===== src/rtl/uart_sclk_pkg.sv =====
package uart_sclk_pkg;
  typedef enum logic {
    SEQ_IDLE  = 1'b0,
    SEQ_PULSE = 1'b1
  } seq_state_e;
endpackage


===== src/rtl/uart_sclk_timer.sv =====
module uart_sclk_timer #(
  parameter int unsigned DIV_W = 5
) (
  input  logic             clk_i,
  input  logic             rst_ni,
  input  logic             load_i,
  input  logic             run_i,
  input  logic [DIV_W-1:0] div_i,
  output logic             done_o
);
  localparam logic [DIV_W-1:0] ONE = DIV_W'(1);

  logic [DIV_W-1:0] cnt_q;
  logic [DIV_W-1:0] div_eff;

  assign div_eff = (div_i == '0) ? ONE : div_i;
  assign done_o  = (cnt_q == '0);

  always_ff @(posedge clk_i or negedge rst_ni) begin
    if (!rst_ni) begin
      cnt_q <= '0;
    end else if (load_i) begin
      cnt_q <= div_eff - ONE;
    end else if (run_i && cnt_q != '0) begin
      cnt_q <= cnt_q - ONE;
    end
  end

  // zero divide gives a single-cycle half
  assert_div_zero_R4: assert property (@(posedge clk_i) disable iff (!rst_ni)
    load_i && div_i == '0 |=> done_o);
endmodule


===== src/rtl/uart_sclk_seq.sv =====
module uart_sclk_seq
  import uart_sclk_pkg::*;
(
  input  logic clk_i,
  input  logic rst_ni,
  input  logic en_i,
  input  logic stb_i,
  input  logic is_data_i,
  input  logic is_last_i,
  input  logic last_pulse_en_i,
  input  logic done_i,
  output logic load_o,
  output logic active_o,
  output logic finish_o
);
  seq_state_e state_q, state_d;
  logic       want_pulse;

  assign want_pulse = stb_i && is_data_i && (!is_last_i || last_pulse_en_i);
  assign active_o   = (state_q == SEQ_PULSE);
  assign load_o     = en_i && !active_o && want_pulse;
  assign finish_o   = en_i && active_o && done_i;

  always_comb begin
    state_d = state_q;
    if (!en_i)              state_d = SEQ_IDLE;
    else if (load_o)        state_d = SEQ_PULSE;
    else if (finish_o)      state_d = SEQ_IDLE;
  end

  always_ff @(posedge clk_i or negedge rst_ni) begin
    if (!rst_ni) state_q <= SEQ_IDLE;
    else         state_q <= state_d;
  end

  assert_hold_width_R3: assert property (@(posedge clk_i) disable iff (!rst_ni)
    active_o && !done_i && en_i |=> active_o);
  assert_no_start_bit_R5: assert property (@(posedge clk_i) disable iff (!rst_ni)
    !active_o && stb_i && !is_data_i |=> !active_o);
  assert_last_gated_R6: assert property (@(posedge clk_i) disable iff (!rst_ni)
    !active_o && stb_i && is_last_i && !last_pulse_en_i |=> !active_o);
  assert_disable_stops_R9: assert property (@(posedge clk_i) disable iff (!rst_ni)
    !en_i |=> !active_o);
endmodule


===== src/rtl/uart_sclk_out.sv =====
module uart_sclk_out (
  input  logic clk_i,
  input  logic rst_ni,
  input  logic en_i,
  input  logic cpol_i,
  input  logic cpha_i,
  input  logic active_i,
  input  logic load_i,
  input  logic finish_i,
  output logic sclk_o,
  output logic sclk_oe_o,
  output logic sample_o
);
  logic sample_q;

  // strobe lands in the cycle the chosen edge shows on the pin
  always_ff @(posedge clk_i or negedge rst_ni) begin
    if (!rst_ni) sample_q <= 1'b0;
    else         sample_q <= en_i && ((load_i && !cpha_i) || (finish_i && cpha_i));
  end

  assign sclk_o    = cpol_i ^ active_i;
  assign sclk_oe_o = en_i;
  assign sample_o  = sample_q;

  assert_sample_single_R7: assert property (@(posedge clk_i) disable iff (!rst_ni)
    sample_o |=> !sample_o);
  assert_sample_second_R8: assert property (@(posedge clk_i) disable iff (!rst_ni)
    $rose(sample_o) && cpha_i && $stable(cpha_i) |-> !active_i);
endmodule


===== src/rtl/uart_sclk_gen.sv =====
module uart_sclk_gen #(
  parameter int unsigned DIV_W = 5
) (
  input  logic             clk_i,
  input  logic             rst_ni,
  input  logic             sync_en_i,
  input  logic [DIV_W-1:0] div_i,
  input  logic             cpol_i,
  input  logic             cpha_i,
  input  logic             last_pulse_en_i,
  input  logic             bit_stb_i,
  input  logic             bit_is_data_i,
  input  logic             bit_is_last_i,
  output logic             sclk_o,
  output logic             sclk_oe_o,
  output logic             sample_o
);
  logic load, active, finish, done;

  uart_sclk_seq u_seq (
    .clk_i          (clk_i),
    .rst_ni         (rst_ni),
    .en_i           (sync_en_i),
    .stb_i          (bit_stb_i),
    .is_data_i      (bit_is_data_i),
    .is_last_i      (bit_is_last_i),
    .last_pulse_en_i(last_pulse_en_i),
    .done_i         (done),
    .load_o         (load),
    .active_o       (active),
    .finish_o       (finish)
  );

  uart_sclk_timer #(.DIV_W(DIV_W)) u_timer (
    .clk_i (clk_i),
    .rst_ni(rst_ni),
    .load_i(load),
    .run_i (active),
    .div_i (div_i),
    .done_o(done)
  );

  uart_sclk_out u_out (
    .clk_i    (clk_i),
    .rst_ni   (rst_ni),
    .en_i     (sync_en_i),
    .cpol_i   (cpol_i),
    .cpha_i   (cpha_i),
    .active_i (active),
    .load_i   (load),
    .finish_i (finish),
    .sclk_o   (sclk_o),
    .sclk_oe_o(sclk_oe_o),
    .sample_o (sample_o)
  );

  // a second strobe mid-pulse must not reload the width
  assert_busy_ignore_R10: assert property (@(posedge clk_i) disable iff (!rst_ni)
    active && !finish && sync_en_i |-> !load);
endmodule


===== config.mk =====
export PLATFORM = sky130hd
export DESIGN_NAME = uart_sclk_gen
export DESIGN_NICKNAME = d
export VERILOG_FILES = /design/src/rtl/uart_sclk_pkg.sv /design/src/rtl/uart_sclk_timer.sv /design/src/rtl/uart_sclk_seq.sv /design/src/rtl/uart_sclk_out.sv /design/src/rtl/uart_sclk_gen.sv
export SDC_FILE = /design/constraint.sdc
export NUM_CORES = 1
export LEC_CHECK = 0
export BUFFER_PORTS_ARGS = -buffer_cell sky130_fd_sc_hd__buf_2
export CAP_MARGIN = 15
export CORE_MARGIN = 2
export CORE_UTILIZATION = 30
export DETAILED_ROUTE_END_ITERATION = 10
export SLEW_MARGIN = 15
export SYNTH_ARGS = -nofsm -noshare
export SYNTH_HDL_FRONTEND = slang
export SYNTH_HIERARCHICAL = 1
export SYNTH_SLANG_ARGS = --single-unit

===== constraint.sdc =====
create_clock -name clk_i -period 3.7 [get_ports clk_i]
set_input_delay 0.925 -clock clk_i [delete_from_list [all_inputs] [get_ports clk_i]]
set_output_delay 0.925 -clock clk_i [all_outputs]
set_load 0.005 [all_outputs]

==> qor.yml, run 1 <==
status:
  status: "finished, final reports clean"
detailed_routing:
  postRouteAntennaNets: 0
  routed_wl_microns: 1130
  viasPerCell: 4.71
  drtIter0Drc: 3
  dr.pass1.iters: 3
  drc: 0
  wl_per_cell_microns: 11.7
  vias: 457
synthesis:
  ys_seq_area_frac: 0.322
  netlist_area_sq_um: 544
  ys_ff_latch: 7
  syn_avg_cell_area_sq_um: 10.3
  synthCells: 53
  yosysWarnings: 6
  async_flop_share: 1.00
  synth-edff-count: 0
  synthFlopType: "dfrtp_1"
  syn_nets: 68
  synth_cell_types: 32
clock_tree:
  clk_latency_ps: 250
  clock_sinks: 7
  cts_buffer_depth: 2
  post_cts_resized: 0
  clockRootBuffer: "clkbuf_4"
  cts_tree: "done"
  cts_setup_buffers: 0
  cts_made_buffers: 3
  clk_pin_slew_ps: 50
  htreeDepth: 1
  hold_buffers: 0
global_route:
  grt_pass1_wl_microns: 1880
  grt_usage: 0.126
  grt_max_degree: 9
  grt_pass1_vias: 441
  overflow: 0
  antenna_found_initial: 0
floorplan:
  initial_core_util: 0.319
  die_h_microns: 46.6
  die_area_sq_um: 2170
  coreArea_sq_um: 1710
  chipWidth_microns: 46.6
  std_cell_rows: 15
  io_pins: 17
placed_design:
  port-buffer-count: 16
  gp_congestion: 0.703
  dp_cells: 93
  post-dp-hpwl_microns: 933
timing:
  tightest_slew_ps: 394
  finalSetupViolCount: 0
  max_slew_margin: 0.736
  setup_tns_ps: 0
  period_needed_ps: 2580
  rsz0062_at_grt: "false"
  fin_crit_sh: 0.697
  fin_skew_ps: 1.59
  hold_viol_final: 0
  max_freq_mhz: 388
  drv_slew: 0
min_path:
  hp-class: "in -> async"
setup_path:
  cp.arrival_ps: 2690
  cp_common_cell: "mux2i_1"
  slowest_stage: "nor2_1"
  crit_path_cell_trace: "buf_2 -> nand4b_4 -> nor2_1 -> buf_4 -> mux2i_1 -> ha_1 -> and4bb_1 -> mux2i_1 -> mux2i_1"
  cp_max_fo: 6
  worstSetupPathType: "in -> reg"
  critPathCaptureType: "flip-flop"
  cp-start-kind: "primary input"
  cp_slowest_stage_delay_ps: 340
  critPathRequiredTime_ps: 3810
final_layout:
  final_common_cell: "buf_2"
  regArea_sq_um: 175
  drive_gt1_frac: 0.361
  n_antenna_cell: 0
  finalNetCount: 88
  multi_input_area_sq_um: 349
  num-fill-cells: 185
  final_cells: 97
  area_growth_syn_to_layout_pct: 24.4
  layout_common_cells: "buf_2, mux2i_1, dfrtp_1"
power:
  leakage_nw: 0.297
  power.density_nw_per_um2: 480
  peakVddDrop_uv: 303
flow_run:
  drv_cap: 0
-- through the flow --
step           setup WS, ps  hold WS (ps)  cell area, sq um  power, mW   util
2_1_floorplan          1300           578               544      0.221      -
4_1_cts                1080           506               677      0.330  0.396
3_3_place_gp            910           627               651      0.253  0.381
6_report               1120           503               677      0.325  0.396
5_1_grt                 889           511               677      0.353  0.396
3_5_place_dp            816           648               651      0.258  0.381
-- cells in the mapped netlist (2+ instances only) --
master / count / area (sq um)
dfrtp_1: 7 / 175
inv_1: 2 / 7.51
mux2i_1: 7 / 70.1
nand2_1: 2 / 7.51
nor2_1: 2 / 7.51
nor2b_1: 4 / 25.0
nor3_1: 2 / 10.0
nor4_1: 2 / 12.5
xnor2_1: 2 / 17.5
-- worst paths after layout --
check / start / to / slack, ps / cells after the start
hold reg to reg: u_timer/cnt_q[3]$_DFFE_PN0P_ / u_timer/cnt_q[3]$_DFFE_PN0P_ / 650 / 2
hold / removal: rst_ni / u_seq/active_o$_DFFE_PN0P_ / 500 / 1
setup / recovery: sync_en_i / u_timer/cnt_q[4]$_DFFE_PN0P_ / 1120 / 9
min in group clk_i: u_timer/cnt_q[3]$_DFFE_PN0P_ / u_timer/cnt_q[3]$_DFFE_PN0P_ / 650 / 2
max in group asynchronous: rst_ni / u_timer/cnt_q[3]$_DFFE_PN0P_ / 3040 / 1
setup reg to reg: u_seq/active_o$_DFFE_PN0P_ / u_timer/cnt_q[4]$_DFFE_PN0P_ / 1370 / 8
-- layout make-up --
| cell class | count | share of cell area |
|---|---|---|
| clock buffer | 4 | 0.0388 |
| tap | 25 | 0.0462 |
| timing repair buffer | 17 | 0.129 |
| inverter | 2 | 0.0111 |
| multi-input combinational | 42 | 0.516 |
| sequential | 7 | 0.259 |
-- kinds of logic (layout without fill, tap and decap cells) --
logic type,after synthesis,in the layout,synth area share
AND/OR/NAND/NOR,19,19,0.257
multiplexers,7,7,0.129
buffers and inverters,4,23,0.0368
flip-flops,7,7,0.322
adder cells (fa/ha/maj),1,1,0.0230
XOR/XNOR,3,3,0.0483
AO/OA/AOI/OAI,12,12,0.184
-- per-layer routing --
| metal | track usage | part of all wire |
|---|---|---|
| met1 | 0.167 | 0.49 |
| met2 | 0.200 | 0.45 |
| met3 | 0.0235 | 0.051 |
| met4 | 0.0514 | 0.0053 |
| met5 | 0 | 0 |
-- worst max-delay path, delay by kind of cell --
kind / cells / cell delay, ps
fa+ha+maj: 1 / 260
buf+inv: 2 / 360
mux: 3 / 470
simple gates: 3 / 670
-- where the power goes --
group          switching (mW)  total (mW)  internal, mW
Clock                  0.0283      0.0695        0.0412
Combinational          0.0500       0.117        0.0668
Sequential             0.0376       0.139         0.101
-- flip-flops by register name, summed over array words and instances, names as in the netlist --
register        flops
u_out/sample_o      1
u_seq/active_o      1
u_timer/cnt_q       5
Note: power is estimated with default switching activity, not from simulation.
==> run 2: changes to the inputs <==
--- a/config.mk
+++ b/config.mk
@@ -5,6 +5,7 @@
 export SDC_FILE = /design/constraint.sdc
 export NUM_CORES = 1
 export LEC_CHECK = 0
+export ABC_AREA = 1
 export BUFFER_PORTS_ARGS = -buffer_cell sky130_fd_sc_hd__buf_2
 export CAP_MARGIN = 15
 export CORE_MARGIN = 2
==> constraint.sdc (replaced) <==
create_clock -name clk_i -period 2.5 [get_ports clk_i]
set_input_delay 0.625 -clock clk_i [delete_from_list [all_inputs] [get_ports clk_i]]
set_output_delay 0.625 -clock clk_i [all_outputs]
set_load 0.005 [all_outputs]
==> run 2 against run 1 <==
  * Clock skew shrank 1.0 ps
  * Final cell count grew 21%
  * Non-clock buffer count decreased by 1
  * Largest power group is now combinational cells
==> qor.yml, run 2 <==
placed_design:
  port-buffer-count: 16  # unchanged
  place_ws_ps: 283  # -533 ps
  post-dp-hpwl_microns: 860  # -7.8%
  gp_congestion: 0.763  # +8.5%
final_layout:
  largest-register: "u_timer/cnt_q"
  n_antenna_cell: 0  # unchanged
  finalNetCount: 116  # +32%
  largest_register_ffs: 5  # unchanged
  utilization: 0.383  # -0.0136
  layout_common_cells: "nand2_1, buf_2, inv_1"
  num-fill-cells: 176  # -4.9%
  area_growth_syn_to_layout_pct: 23.1
  final_common_cell: "nand2_1"
  drive_gt1_frac: 0.280  # -0.0811
  multi_input_area_sq_um: 280  # -20%
  regArea_sq_um: 175  # unchanged
synthesis:
  yosys-top-cells-count: "nand2_1, inv_1, nor2_1, dfrtp_1"
  synth_top_cells_by_area: "dfrtp_1, nand2_1, inv_1"
  ys_ff_latch: 7  # unchanged
  syn_nets: 96  # +41%
  netlist_area_sq_um: 519  # -4.6%
  async_flop_share: 1.00  # unchanged
  synth_cell_types: 16  # -50%
  synth-edff-count: 0  # unchanged
  synth_top_area_share: 0.337  # +0.0155
  yosys.area.top_type: "dfrtp_1"
  ys_seq_area_frac: 0.337  # +0.0155
  syn_avg_cell_area_sq_um: 6.41  # -38%
  synthCells: 81  # +53%
  yosysWarnings: 6  # unchanged
  synthFlopType: "dfrtp_1"
  yosys.cell_count.top_type: "nand2_1"
floorplan:
  std_cell_rows: 15  # unchanged
  die_h_microns: 45.6  # -2.1%
  initial_core_util: 0.311  # -0.00782
  coreArea_sq_um: 1670  # -2.2%
  chipWidth_microns: 45.6  # -2.1%
  die_area_sq_um: 2080  # -4.2%
  io_pins: 17  # unchanged
timing:
  tightest_slew_ps: 466  # +71.7 ps
  period_needed_ps: 1960
  setup_tns_ps: 0  # unchanged
  finalSetupViolCount: 0  # unchanged
  fin_skew_ps: 0.542  # -1.05 ps
  drv_slew: 0  # unchanged
  fin_crit_sh: 0.786
  hold_viol_final: 0  # unchanged
  max_freq_mhz: 509
  fin_ws_ps: 536  # -585 ps
  rsz0062_at_grt: "false"
  max_slew_margin: 0.686  # -0.0501
detailed_routing:
  wl_per_cell_microns: 8.91  # -24%
  drc: 0  # unchanged
  routed_wl_microns: 1040  # -8.0%
  vias: 528  # +16%
  dr.pass1.iters: 4  # +1
  postRouteAntennaNets: 0  # unchanged
  drtIter0Drc: 14  # +11
  viasPerCell: 4.51  # -4.2%
clock_tree:
  cts_made_buffers: 3  # unchanged
  clock_sinks: 7  # unchanged
  hold_buffers: 0  # unchanged
  htreeDepth: 1  # unchanged
  post_cts_resized: 0  # unchanged
  clockRootBuffer: "clkbuf_4"
  cts_buffer_depth: 2  # unchanged
  clk_pin_slew_ps: 50  # about the same
  cts_setup_buffers: 0  # unchanged
  clk_latency_ps: 250  # about the same
  cts_tree: "done"
setup_path:
  cp_common_cell: "nand2_1"
  critPathCaptureType: "flip-flop"
  r2r-start: "u_seq/active_o$_DFFE_PN0P_"
  rr_endpoint: "u_timer/cnt_q[4]$_DFFE_PN0P_"
  slowest_stage: "ha_1"
  critPathRequiredTime_ps: 2630  # -1180 ps
  worstSetupPathType: "in -> reg"
  cp-start-kind: "primary input"
  r2r_setup_slack_ps: 590  # -780 ps
  rr_worst_depth: 13  # +5
  crit_path_cell_trace: "buf_2 -> inv_1 -> nor2_2 -> nand3_2 -> inv_1 -> inv_2 -> nor2_1 -> nand2_1 -> nand2_2 -> ha_1 -> nand3_1 -> nor2_1 -> nand2_1 -> nand3_1 -> nand2_1"
  cp_slowest_stage_delay_ps: 190  # -150 ps
  cp.arrival_ps: 2100  # -590 ps
  cp_max_fo: 7  # +1
global_route:
  overflow: 0  # unchanged
  grt_max_degree: 8  # -1
  grt_pass1_wl_microns: 1810  # -4.0%
  antenna_found_initial: 0  # unchanged
  grt_pass1_vias: 451  # +2.3%
  grt_usage: 0.125  # -0.00140
power:
  peakVddDrop_uv: 484  # +60%
  power.density_nw_per_um2: 859  # +79%
  fin_total_pwr_uw: 549  # +69%
  leakage_nw: 0.376  # +27%
status:
  status: "finished, final reports clean"
min_path:
  hp-class: "in -> async"
flow_run:
  drv_cap: 0  # unchanged
[run 2: cell count changes in the layout (fill, tap and decap cells not counted), sizes merged, moves of 2 or more]
cell / previous run / this run
nor4: 2 / 0
nor2: 2 / 13
o21ai: 1 / 4
nor3: 2 / 0
inv: 2 / 15
nand2: 2 / 31
mux2i: 7 / 0
nor2b: 4 / 0
nand3: 1 / 5
xnor2: 2 / 0
[run 2: cells by family after synthesis]
kind of cell	after synthesis	share of synthesized area
AO/OA/AOI/OAI	5	0.0506
XOR/XNOR	2	0.0337
adder cells (fa/ha/maj)	1	0.0241
buffers and inverters	16	0.123
flip-flops	7	0.337
AND/OR/NAND/NOR	50	0.431
[run 2: where the power goes]
part	switching (mW)	total (mW)	internal (mW)
logic	0.162	0.267	0.105
clock network	0.0393	0.100	0.0607
registers	0.0272	0.182	0.154
[run 2: how the worst max path moves through the flow]
stage | end | slack, ps | from | depth (start not counted)
after floorplan | u_timer/cnt_q[4]$_DFFE_PN0P_ | 640 | sync_en_i | 14
after global placement | u_timer/cnt_q[4]$_DFFE_PN0P_ | 290 | sync_en_i | 15
after detailed placement | u_timer/cnt_q[4]$_DFFE_PN0P_ | 280 | sync_en_i | 15
after CTS | u_timer/cnt_q[4]$_DFFE_PN0P_ | 550 | sync_en_i | 15
after global routing | u_timer/cnt_q[4]$_DFFE_PN0P_ | 410 | sync_en_i | 15
final | u_timer/cnt_q[4]$_DFFE_PN0P_ | 540 | sync_en_i | 15
[run 2: cell type report]
class / instances / share of cell area
inverter: 15 / 0.0881
timing repair buffer: 16 / 0.125
tap: 17 / 0.0333
multi-input combinational: 58 / 0.438
clock buffer: 4 / 0.0411
sequential: 7 / 0.274
[run 2: layer usage]
metal | track usage | part of all wire | up-vias
met2 | 0.189 | 0.47 | 8
met1 | 0.158 | 0.48 | 238
met4 | 0.0176 | 0 | 0
met5 | 0 | 0 | -
li1 | - | - | 282
met3 | 0.0714 | 0.053 | 0
[run 2: worst max-delay path: cells and delay by family]
| kind | cells | cell delay (ps) |
|---|---|---|
| buffers and inverters | 4 | 460 |
| and+or+nand+nor | 10 | 820 |
| adders and majority gates | 1 | 190 |
[run 2: stage by stage]
step           hold slack [ps]  std cells  instance area, sq um
3_3_place_gp               466        113                   613
5_1_grt                    194        117                   639
2_1_floorplan              329         81                   519
6_report                   200        117                   639
4_1_cts                    196        117                   639
3_5_place_dp               467        113                   613
